`config.mk`:
```
export PLATFORM = sky130hd
export DESIGN_NAME = usb_in_ep_csr
export DESIGN_NICKNAME = d
export VERILOG_FILES = /design/src/rtl/usb_in_ep_pkg.sv /design/src/rtl/usb_in_ep_slots.sv /design/src/rtl/usb_in_ep_toggle.sv /design/src/rtl/usb_in_ep_flags.sv /design/src/rtl/usb_in_ep_csr.sv
export SDC_FILE = /design/constraint.sdc
export NUM_CORES = 1
export LEC_CHECK = 0
export BUFFER_PORTS_ARGS = -buffer_cell sky130_fd_sc_hd__buf_2
export CORE_MARGIN = 2
export CORE_UTILIZATION = 35
export CTS_BUF_LIST = sky130_fd_sc_hd__clkbuf_8
export CTS_CLUSTER_SIZE = 24
export DETAILED_ROUTE_END_ITERATION = 10
export PLACE_DENSITY_LB_ADDON = 0.05
export SETUP_SLACK_MARGIN = 0.2
export SLEW_MARGIN = 20
export SYNTH_ARGS = -nofsm -noshare
export SYNTH_HDL_FRONTEND = slang
export SYNTH_SLANG_ARGS = --single-unit
export TNS_END_PERCENT = 5
```
`constraint.sdc`:
```
create_clock -name clk_i -period 4.6 [get_ports clk_i]
set_clock_uncertainty 0.05 [all_clocks]
set_input_delay 0 -clock clk_i [delete_from_list [all_inputs] [get_ports clk_i]]
set_output_delay 0 -clock clk_i [all_outputs]
set_load 0.05 [all_outputs]
```
`src/rtl/usb_in_ep_pkg.sv`:
```
`timescale 1ns/1ps
package usb_in_ep_pkg;
  // positions the firmware decodes
  localparam int unsigned BIT_RDY = 0;
  localparam int unsigned BIT_NE  = 1;
  localparam int unsigned BIT_UND = 2;
  localparam int unsigned BIT_FLU = 3;
  localparam int unsigned BIT_SDS = 4;
  localparam int unsigned BIT_STS = 5;
  localparam int unsigned BIT_CLR = 6;

  typedef struct packed {
    logic commit;
    logic flush;
    logic clr_tog;
    logic clr_sts;
    logic clr_und;
    logic sds_wr;
    logic sds_val;
  } sw_cmd_t;
endpackage

```
`src/rtl/usb_in_ep_slots.sv`:
```
`timescale 1ns/1ps
module usb_in_ep_slots #(
  parameter int unsigned NUM_SLOTS = 2,
  localparam int unsigned CW = $clog2(NUM_SLOTS + 1)
) (
  input  logic          clk_i,
  input  logic          rst_ni,
  input  logic          dbl_buf_i,
  input  logic          commit_i,
  input  logic          sent_i,
  input  logic          flush_i,
  input  logic          stall_i,
  output logic          commit_ok_o,
  output logic          sent_ok_o,
  output logic          room_o,
  output logic          busy_o
);
  logic [CW-1:0] cnt_q, cnt_d, cap, after_sent;
  logic          flush_ok;

  assign cap         = dbl_buf_i ? CW'(NUM_SLOTS) : CW'(1);
  assign room_o      = cnt_q < cap;
  assign busy_o      = cnt_q != '0;
  assign commit_ok_o = commit_i & room_o;
  assign sent_ok_o   = sent_i & busy_o;
  assign after_sent  = cnt_q - CW'(sent_ok_o);
  assign flush_ok    = flush_i & (after_sent != '0);

  always_comb begin
    if (stall_i) cnt_d = '0;
    else         cnt_d = after_sent - CW'(flush_ok) + CW'(commit_ok_o);
  end

  always_ff @(posedge clk_i or negedge rst_ni) begin
    if (!rst_ni) cnt_q <= '0;
    else         cnt_q <= cnt_d;
  end
endmodule

```
`src/rtl/usb_in_ep_toggle.sv`:
```
`timescale 1ns/1ps
module usb_in_ep_toggle (
  input  logic clk_i,
  input  logic rst_ni,
  input  logic clr_i,
  input  logic flip_i,
  output logic tog_o
);
  always_ff @(posedge clk_i or negedge rst_ni) begin
    if (!rst_ni)     tog_o <= 1'b0;
    else if (clr_i)  tog_o <= 1'b0;
    else if (flip_i) tog_o <= ~tog_o;
  end
endmodule

```
`src/rtl/usb_in_ep_flags.sv`:
```
`timescale 1ns/1ps
module usb_in_ep_flags
  import usb_in_ep_pkg::*;
(
  input  logic    clk_i,
  input  logic    rst_ni,
  input  sw_cmd_t cmd_i,
  input  logic    iso_i,
  input  logic    hold_en_i,
  input  logic    token_i,
  input  logic    sof_i,
  input  logic    stall_i,
  input  logic    commit_ok_i,
  input  logic    sent_ok_i,
  input  logic    dbl_room_i,
  input  logic    empty_i,
  output logic    rdy_vis_o,
  output logic    sts_o,
  output logic    sds_o,
  output logic    und_vis_o,
  output logic    flush_o
);
  logic rdy_q, hold_q, und_q;

  always_ff @(posedge clk_i or negedge rst_ni) begin
    if (!rst_ni) begin
      rdy_q   <= 1'b0;
      hold_q  <= 1'b0;
      sts_o   <= 1'b0;
      sds_o   <= 1'b0;
      und_q   <= 1'b0;
      flush_o <= 1'b0;
    end else begin
      // ready: hardware clears take priority over a commit
      if (stall_i || sent_ok_i || flush_o) rdy_q <= 1'b0;
      else if (commit_ok_i)                rdy_q <= 1'b1;
      else if (dbl_room_i && rdy_q)        rdy_q <= 1'b0;

      if (commit_ok_i && iso_i && hold_en_i) hold_q <= 1'b1;
      else if (sof_i)                        hold_q <= 1'b0;

      if (stall_i)            sts_o <= 1'b1;
      else if (cmd_i.clr_sts) sts_o <= 1'b0;

      if (cmd_i.sds_wr) sds_o <= cmd_i.sds_val;

      if (iso_i && token_i && empty_i) und_q <= 1'b1;
      else if (cmd_i.clr_und)          und_q <= 1'b0;

      // one-cycle pending flush; further requests ignored while pending
      if (flush_o)          flush_o <= 1'b0;
      else if (cmd_i.flush) flush_o <= 1'b1;
    end
  end

  assign rdy_vis_o = rdy_q & ~hold_q;
  assign und_vis_o = und_q & iso_i;
endmodule

```
`src/rtl/usb_in_ep_csr.sv`:
```
`timescale 1ns/1ps
module usb_in_ep_csr
  import usb_in_ep_pkg::*;
#(
  parameter int unsigned NUM_SLOTS = 2
) (
  input  logic       clk_i,
  input  logic       rst_ni,
  input  logic       reg_wr_i,
  input  logic [7:0] reg_wdata_i,
  output logic [7:0] reg_rdata_o,
  input  logic       in_token_i,
  input  logic       pkt_sent_i,
  input  logic       stall_sent_i,
  input  logic       sof_i,
  input  logic       iso_mode_i,
  input  logic       dbl_buf_i,
  input  logic       iso_hold_i,
  input  logic       irq_en_i,
  output logic       data_toggle_o,
  output logic       stall_req_o,
  output logic       fifo_ptr_rst_o,
  output logic       flush_o,
  output logic       irq_o
);
  sw_cmd_t cmd;
  logic    commit_ok, sent_ok, room, busy;
  logic    rdy_vis, sts, sds, und_vis, flush_pend;
  logic    irq_q;
  logic    unused_wbit;

  assign unused_wbit = reg_wdata_i[7];

  always_comb begin
    cmd.commit  = reg_wr_i &  reg_wdata_i[BIT_RDY];
    cmd.flush   = reg_wr_i &  reg_wdata_i[BIT_FLU];
    cmd.clr_tog = reg_wr_i &  reg_wdata_i[BIT_CLR];
    cmd.clr_sts = reg_wr_i & ~reg_wdata_i[BIT_STS];
    cmd.clr_und = reg_wr_i & ~reg_wdata_i[BIT_UND];
    cmd.sds_wr  = reg_wr_i;
    cmd.sds_val = reg_wdata_i[BIT_SDS];
  end

  usb_in_ep_slots #(.NUM_SLOTS(NUM_SLOTS)) u_slots (
    .clk_i       (clk_i),
    .rst_ni      (rst_ni),
    .dbl_buf_i   (dbl_buf_i),
    .commit_i    (cmd.commit),
    .sent_i      (pkt_sent_i),
    .flush_i     (flush_pend),
    .stall_i     (stall_sent_i),
    .commit_ok_o (commit_ok),
    .sent_ok_o   (sent_ok),
    .room_o      (room),
    .busy_o      (busy)
  );

  usb_in_ep_flags u_flags (
    .clk_i       (clk_i),
    .rst_ni      (rst_ni),
    .cmd_i       (cmd),
    .iso_i       (iso_mode_i),
    .hold_en_i   (iso_hold_i),
    .token_i     (in_token_i),
    .sof_i       (sof_i),
    .stall_i     (stall_sent_i),
    .commit_ok_i (commit_ok),
    .sent_ok_i   (sent_ok),
    .dbl_room_i  (dbl_buf_i & room),
    .empty_i     (~busy),
    .rdy_vis_o   (rdy_vis),
    .sts_o       (sts),
    .sds_o       (sds),
    .und_vis_o   (und_vis),
    .flush_o     (flush_pend)
  );

  usb_in_ep_toggle u_toggle (
    .clk_i  (clk_i),
    .rst_ni (rst_ni),
    .clr_i  (cmd.clr_tog),
    .flip_i (sent_ok & ~iso_mode_i),
    .tog_o  (data_toggle_o)
  );

  always_ff @(posedge clk_i or negedge rst_ni) begin
    if (!rst_ni) irq_q <= 1'b0;
    else         irq_q <= sent_ok & irq_en_i;
  end

  always_comb begin
    reg_rdata_o          = '0;
    reg_rdata_o[BIT_RDY] = rdy_vis;
    reg_rdata_o[BIT_NE]  = busy;
    reg_rdata_o[BIT_UND] = und_vis;
    reg_rdata_o[BIT_FLU] = flush_pend;
    reg_rdata_o[BIT_SDS] = sds;
    reg_rdata_o[BIT_STS] = sts;
  end

  assign stall_req_o    = sds & ~iso_mode_i;
  assign flush_o        = flush_pend;
  assign fifo_ptr_rst_o = flush_pend | stall_sent_i;
  assign irq_o          = irq_q;
endmodule

```
**After elaboration in Yosys (flattened, before gate mapping)**

Cells that the tools add are included.

- ROM bits: 0
- Memory bits (writable): 0
- Logic and storage cells: 63
- Memories: 0
- Latch bits: 0
- Bits of input ports: 19
- Register bits: 10

- Reductions and logical operators: 14
- Divide/modulo/power cells: 0
- Magnitude comparators: 1
- Shift-type cells: 0
- Bitwise operators: 21
- Multiply operators: 0
- Multiplexer cells: 15
- Add/subtract/negate cells: 3
- Eq/ne operators: 0

Operators with widths:

| cell | count |
|---|---|
| 1-bit AND | 14 |
| 1-bit two-way mux | 13 |
| 2-bit nonzero test | 6 |
| 1-bit inverter | 6 |
| 1-bit logical AND | 5 |
| 2-bit two-way mux | 2 |
| 2-bit by 1-bit subtractor with 2-bit output | 2 |
| 3-bit nonzero test | 1 |
| 2-bit by 1-bit adder with 2-bit output | 1 |
| 1-bit logical OR | 2 |
| 2-bit less-than comparator | 1 |
| 1-bit OR | 1 |

**Depth between registers and ports, before layout**

- Word-level depth: 8
- Depth in mapped cells: 10
- Gate-level depth less buffers: 10

**Modules after synthesis**

From an unflattened synthesis, not the netlist that was laid out.

- Cell total of the unflattened synthesis: 66
- Area total of the unflattened synthesis: 636.9 um^2

Modules (own cells, without submodules):

| module | cells each | area an instance (um^2) | sequential area each (um^2) | instances |
|---|---|---|---|---|
| usb_in_ep_flags | 21 | 249.0 | 150.1 | 1 |
| usb_in_ep_slots | 21 | 186.4 | 50.0 | 1 |
| usb_in_ep_csr | 21 | 163.9 | 25.0 | 1 |
| usb_in_ep_toggle | 3 | 37.5 | 25.0 | 1 |

**Least setup slack after synthesis**

Ideal clock, no wire load.

- Path type: register -> register
- From: register u_slots.cnt_q[1]
- To: register u_slots.cnt_q[1]
- Library setup time: 0.118 ns
- Cell stages (with the launch flop): 11
- Slack: 2.521 ns
- Arrival time: 1.911 ns
- Clock period less this slack: 2.079 ns
- Data required time: 4.432 ns
- Cells stage by stage: dfrtp_1 o21a_1 ha_1 inv_1 o21ai_0 xor2_1 ha_1 xnor2_1 xnor2_1 xor2_1 nor2_1

- Longest elaborated chain between the ends: 8
- Elaborated cells on any way between the ends: 10

RTL lines:

| element | RTL line | RTL |
|---|---|---|
| start, declared | usb_in_ep_slots.sv:18 | `logic [CW-1:0] cnt_q, cnt_d, cap, after_sent;` |
| start signal, assigned | usb_in_ep_slots.sv:36 | `else cnt_q <= cnt_d;` |
| 2-bit nonzero test | usb_in_ep_slots.sv:23 | `assign busy_o = cnt_q != '0;` |
| 1-bit AND | usb_in_ep_slots.sv:25 | `assign sent_ok_o = sent_i & busy_o;` |
| 2-bit by 1-bit subtractor with 2-bit output | usb_in_ep_slots.sv:26 | `assign after_sent = cnt_q - CW'(sent_ok_o);` |
| 2-bit nonzero test | usb_in_ep_slots.sv:27 | `assign flush_ok = flush_i & (after_sent != '0);` |
| 1-bit AND | usb_in_ep_slots.sv:27 |  |
| 2-bit by 1-bit subtractor with 2-bit output | usb_in_ep_slots.sv:31 | `else cnt_d = after_sent - CW'(flush_ok) + CW'(commit_ok_o);` |
| 2-bit by 1-bit adder with 2-bit output * | usb_in_ep_slots.sv:31 |  |
| 2-bit two-way mux * | usb_in_ep_slots.sv:30 | `if (stall_i) cnt_d = '0;` |
| net u_slots.cnt_d[1] | usb_in_ep_slots.sv:18 |  |

Mark *: on every way through the listed nets, which the timed path passes. The rest lies on a longest branch.
A chain may end at the register's enable or synchronous reset.

**Worst setup path after layout**

Same ends and word-level chain as after synthesis.

==> results.tsv <==
stage	metric	value	unit
cts	htreeDepth	1	
synth	synthArstFlopShare	100	%
sta	finalWorstPathRequiredPeriod	2.31	ns
synth	synthesis.yosys.warnings	0	
routing	drc	0	
placed_design	placement.io_buffers	27	
cts	tritoncts	built	
placed_design	place_congestion	0.798	
sta	tns	0	ns
synth	synth.top_cells.by_count	sky130_fd_sc_hd__dfrtp_1, sky130_fd_sc_hd__buf_4, sky130_fd_sc_hd__inv_1	
global_route	grt_start_max_net_pins	11	
synth	ys_ff_latch	10	
global_route	wire_length_of_the_first_global_routing_pass	2250	µm
synth	syn-cell-area	592	µm²
cts	clock_latency_late_sink	0.23	ns
layout	finish.net_count	119	
run	max_cap_viol_count	0	
synth	yosysSeqAreaShare	42.3	%
routing	initialDrtViolationCount	5	
synth	synth_area_leaders	sky130_fd_sc_hd__dfrtp_1, sky130_fd_sc_hd__buf_4, sky130_fd_sc_hd__ha_1	
critical_path	critPathLaunchType	flop	
synth	syn_inst	61	
cts	cts-root-to-sink-buffers	2	
global_route	first_global_vias	545	
layout	num_antenna_cells	0	
routing	routed_wl	1370	µm
routing	routedWlPerCell	12.4	µm
floorplan	die-area	0.00204	mm²
status	failed_checks	negative hold slack	
critical_path	sort_of_element_at_the_end_of_the_critical_path	flop	
cts	ctsRootBufferMaster	sky130_fd_sc_hd__clkbuf_8	
synth	synthFlopType	sky130_fd_sc_hd__dfrtp_1	
pwr	cellLeakagePower	0.000449	µW
cts	post-cts-setup-buffer-count	0	
sta	count_of_final_setup_violators	0	
critical_path	crit_path_max_fanout	4	
floorplan	die_h	45.1	µm
critical_path	crit_type	reg2reg	
pwr	ir_drop	0.199	mV
floorplan	initial_core_util	38.4	%
floorplan	rows	14	
global_route	global_route.usage.total	15.6	%
routing	detailroute.via_count	525	
global_route	final_global_route_overflow_total	0	
floorplan	coreArea	0.00154	mm²
layout	total_area_of_multi_input_combinational_cells	259	µm²
synth	synth.largest_area_cell	sky130_fd_sc_hd__dfrtp_1	
layout	seq_area	250	µm²
synth	synth_most_common_cell	sky130_fd_sc_hd__dfrtp_1	
routing	vias_per_std_cell	4.73	
sta	grt_setup_unrepaired	false	
cts	cts_sinks	10	
sta	maxSlewViolCount	0	
cts	cts.clk_slew.worst_paths	0.05	ns
sta	final_hold_viols	1	
synth	postSynthAreaPerCell	9.70	µm²
global_route	initial_antenna_violation_count	0	
routing	postRouteAntennaNets	0	
pwr	cellPowerDensity	476	mW/mm²
sta	fin_crit_sh	50.3	%
status	status	finished with violations	
synth	yosys.area.top_type_share	42.3	%
worst_hold_path	hold_path_class	in2reg	
layout	fillerInstances	163	
layout	area.growth.synth_to_final	42.3	%
critical_path	arrival	2.39	ns
sta	max_freq	0.432	GHz
critical_path	crit_path_required_time	4.67	ns
placed_design	dp_hpwl	1010	µm
routing	firstDrtPassIters	3	
synth	synth_edf_count	0	
sta	fin_hold_ws	-0.000140	ns
cts	tritoncts.num_buffers	3	
floorplan	die_width	45.1	µm
floorplan	io_pins	32	
synth	post_synth_num_cell_types	23	
layout	drive_above_1_share	35.8	%
## layer usage
| layer | global-route usage (%) | vias to the layer above | wire length (µm) |
|---|---|---|---|
| met5 | 0 | - | 0 |
| met2 | 26.9 | 19 | 696 |
| li1 | - | 259 | - |
| met1 | 18.9 | 247 | 598 |
| met3 | 4.00 | 0 | 75 |
| met4 | 5.29 | 0 | 0 |
## placed cells by master (no fill, tap or decap), types with 3 or more instances in the layout
cell	synthesis	routed
sky130_fd_sc_hd__nor2b_1	3	3
sky130_fd_sc_hd__dfrtp_1	10	10
sky130_fd_sc_hd__nand2_1	4	4
sky130_fd_sc_hd__clkbuf_8	0	3
sky130_fd_sc_hd__ha_1	3	3
sky130_fd_sc_hd__xor2_1	3	3
sky130_fd_sc_hd__dlygate4sd3_1	0	11
sky130_fd_sc_hd__buf_2	0	27
sky130_fd_sc_hd__inv_1	7	7
sky130_fd_sc_hd__o21ai_0	5	5
## flip-flops by register name (all words and copies together) (netlist names)
signal and cells:
irq_o 1, u_flags.flush_o 1, u_flags.hold_q 1, u_flags.rdy_q 1, u_flags.sds_o 1, u_flags.sts_o 1
u_flags.und_q 1, u_slots.cnt_q 2, u_toggle.tog_o 1
## area by class of cell
type,count,area share [%]
sequential,10,29.7
multi-input combinational,37,30.8
timing repair buffer,38,29.1
tap,16,2.38
clock buffer,3,4.90
inverter,7,3.12
## worst max-delay path, cell delays in order (launching register included)
cell and delay [ns]:
sky130_fd_sc_hd__dfrtp_1 0.41, sky130_fd_sc_hd__o21a_1 0.25, sky130_fd_sc_hd__ha_1 0.33, sky130_fd_sc_hd__inv_1 0.06, sky130_fd_sc_hd__o21ai_0 0.19, sky130_fd_sc_hd__xor2_1 0.18
sky130_fd_sc_hd__ha_1 0.18, sky130_fd_sc_hd__xnor2_1 0.13, sky130_fd_sc_hd__xnor2_1 0.15, sky130_fd_sc_hd__xor2_1 0.20, sky130_fd_sc_hd__nor2_1 0.05
## power by group
group          internal, µW  switching (µW)
Combinational          69.0             121
Sequential              107            12.0
Clock                  57.3            34.3
Total                   233             168
## kinds of logic after synthesis
logic type | count (synthesis) | synth area share [%]
XOR/XNOR | 5 | 7.40
buffers and inverters | 15 | 14.6
multiplexers | 1 | 1.90
flip-flops | 10 | 42.3
adder cells (fa/ha/maj) | 3 | 6.34
other | 1 | 0.634
AND/OR/NAND/NOR | 15 | 14.4
AO/OA/AOI/OAI | 11 | 12.5
## what timing repair did
action,4_1_cts,5_1_grt
endpoints found under the setup margin,0,0
resized for setup,0,0
endpoints found under the hold margin,18,0
hold buffers,11,0
## worst paths after layout
check / start / end / slack, ns / cells past startpoint
worst min-delay path: reg_wdata_i[3] / u_flags.flush_o$_DFF_PN0_ / -0.0001 / 2
worst min register to register: u_flags.sts_o$_DFFE_PN0P_ / u_flags.sts_o$_DFFE_PN0P_ / 0.46 / 2
worst max-delay path: u_slots.cnt_q[1]$_DFF_PN0_ / u_slots.cnt_q[1]$_DFF_PN0_ / 2.29 / 10
min in group asynchronous: rst_ni / u_flags.rdy_q$_DFFE_PN0P_ / 0.12 / 2
max in group asynchronous: rst_ni / u_flags.flush_o$_DFF_PN0_ / 4.17 / 2
worst max register to register: u_slots.cnt_q[1]$_DFF_PN0_ / u_slots.cnt_q[1]$_DFF_PN0_ / 2.29 / 10
## metrics by stage
stage,setup slack [ns],util [%],area (µm²),instances,total power [µW]
finish,2.29,54.6,842,111,401
global route,2.10,54.6,842,111,428
CTS,2.27,54.6,842,111,403
detailed placement,2.29,44.8,691,97,295
global placement,2.34,44.8,691,97,293
floorplan,2.52,-,596,62,267
Power figures use the tool's default switching activity.
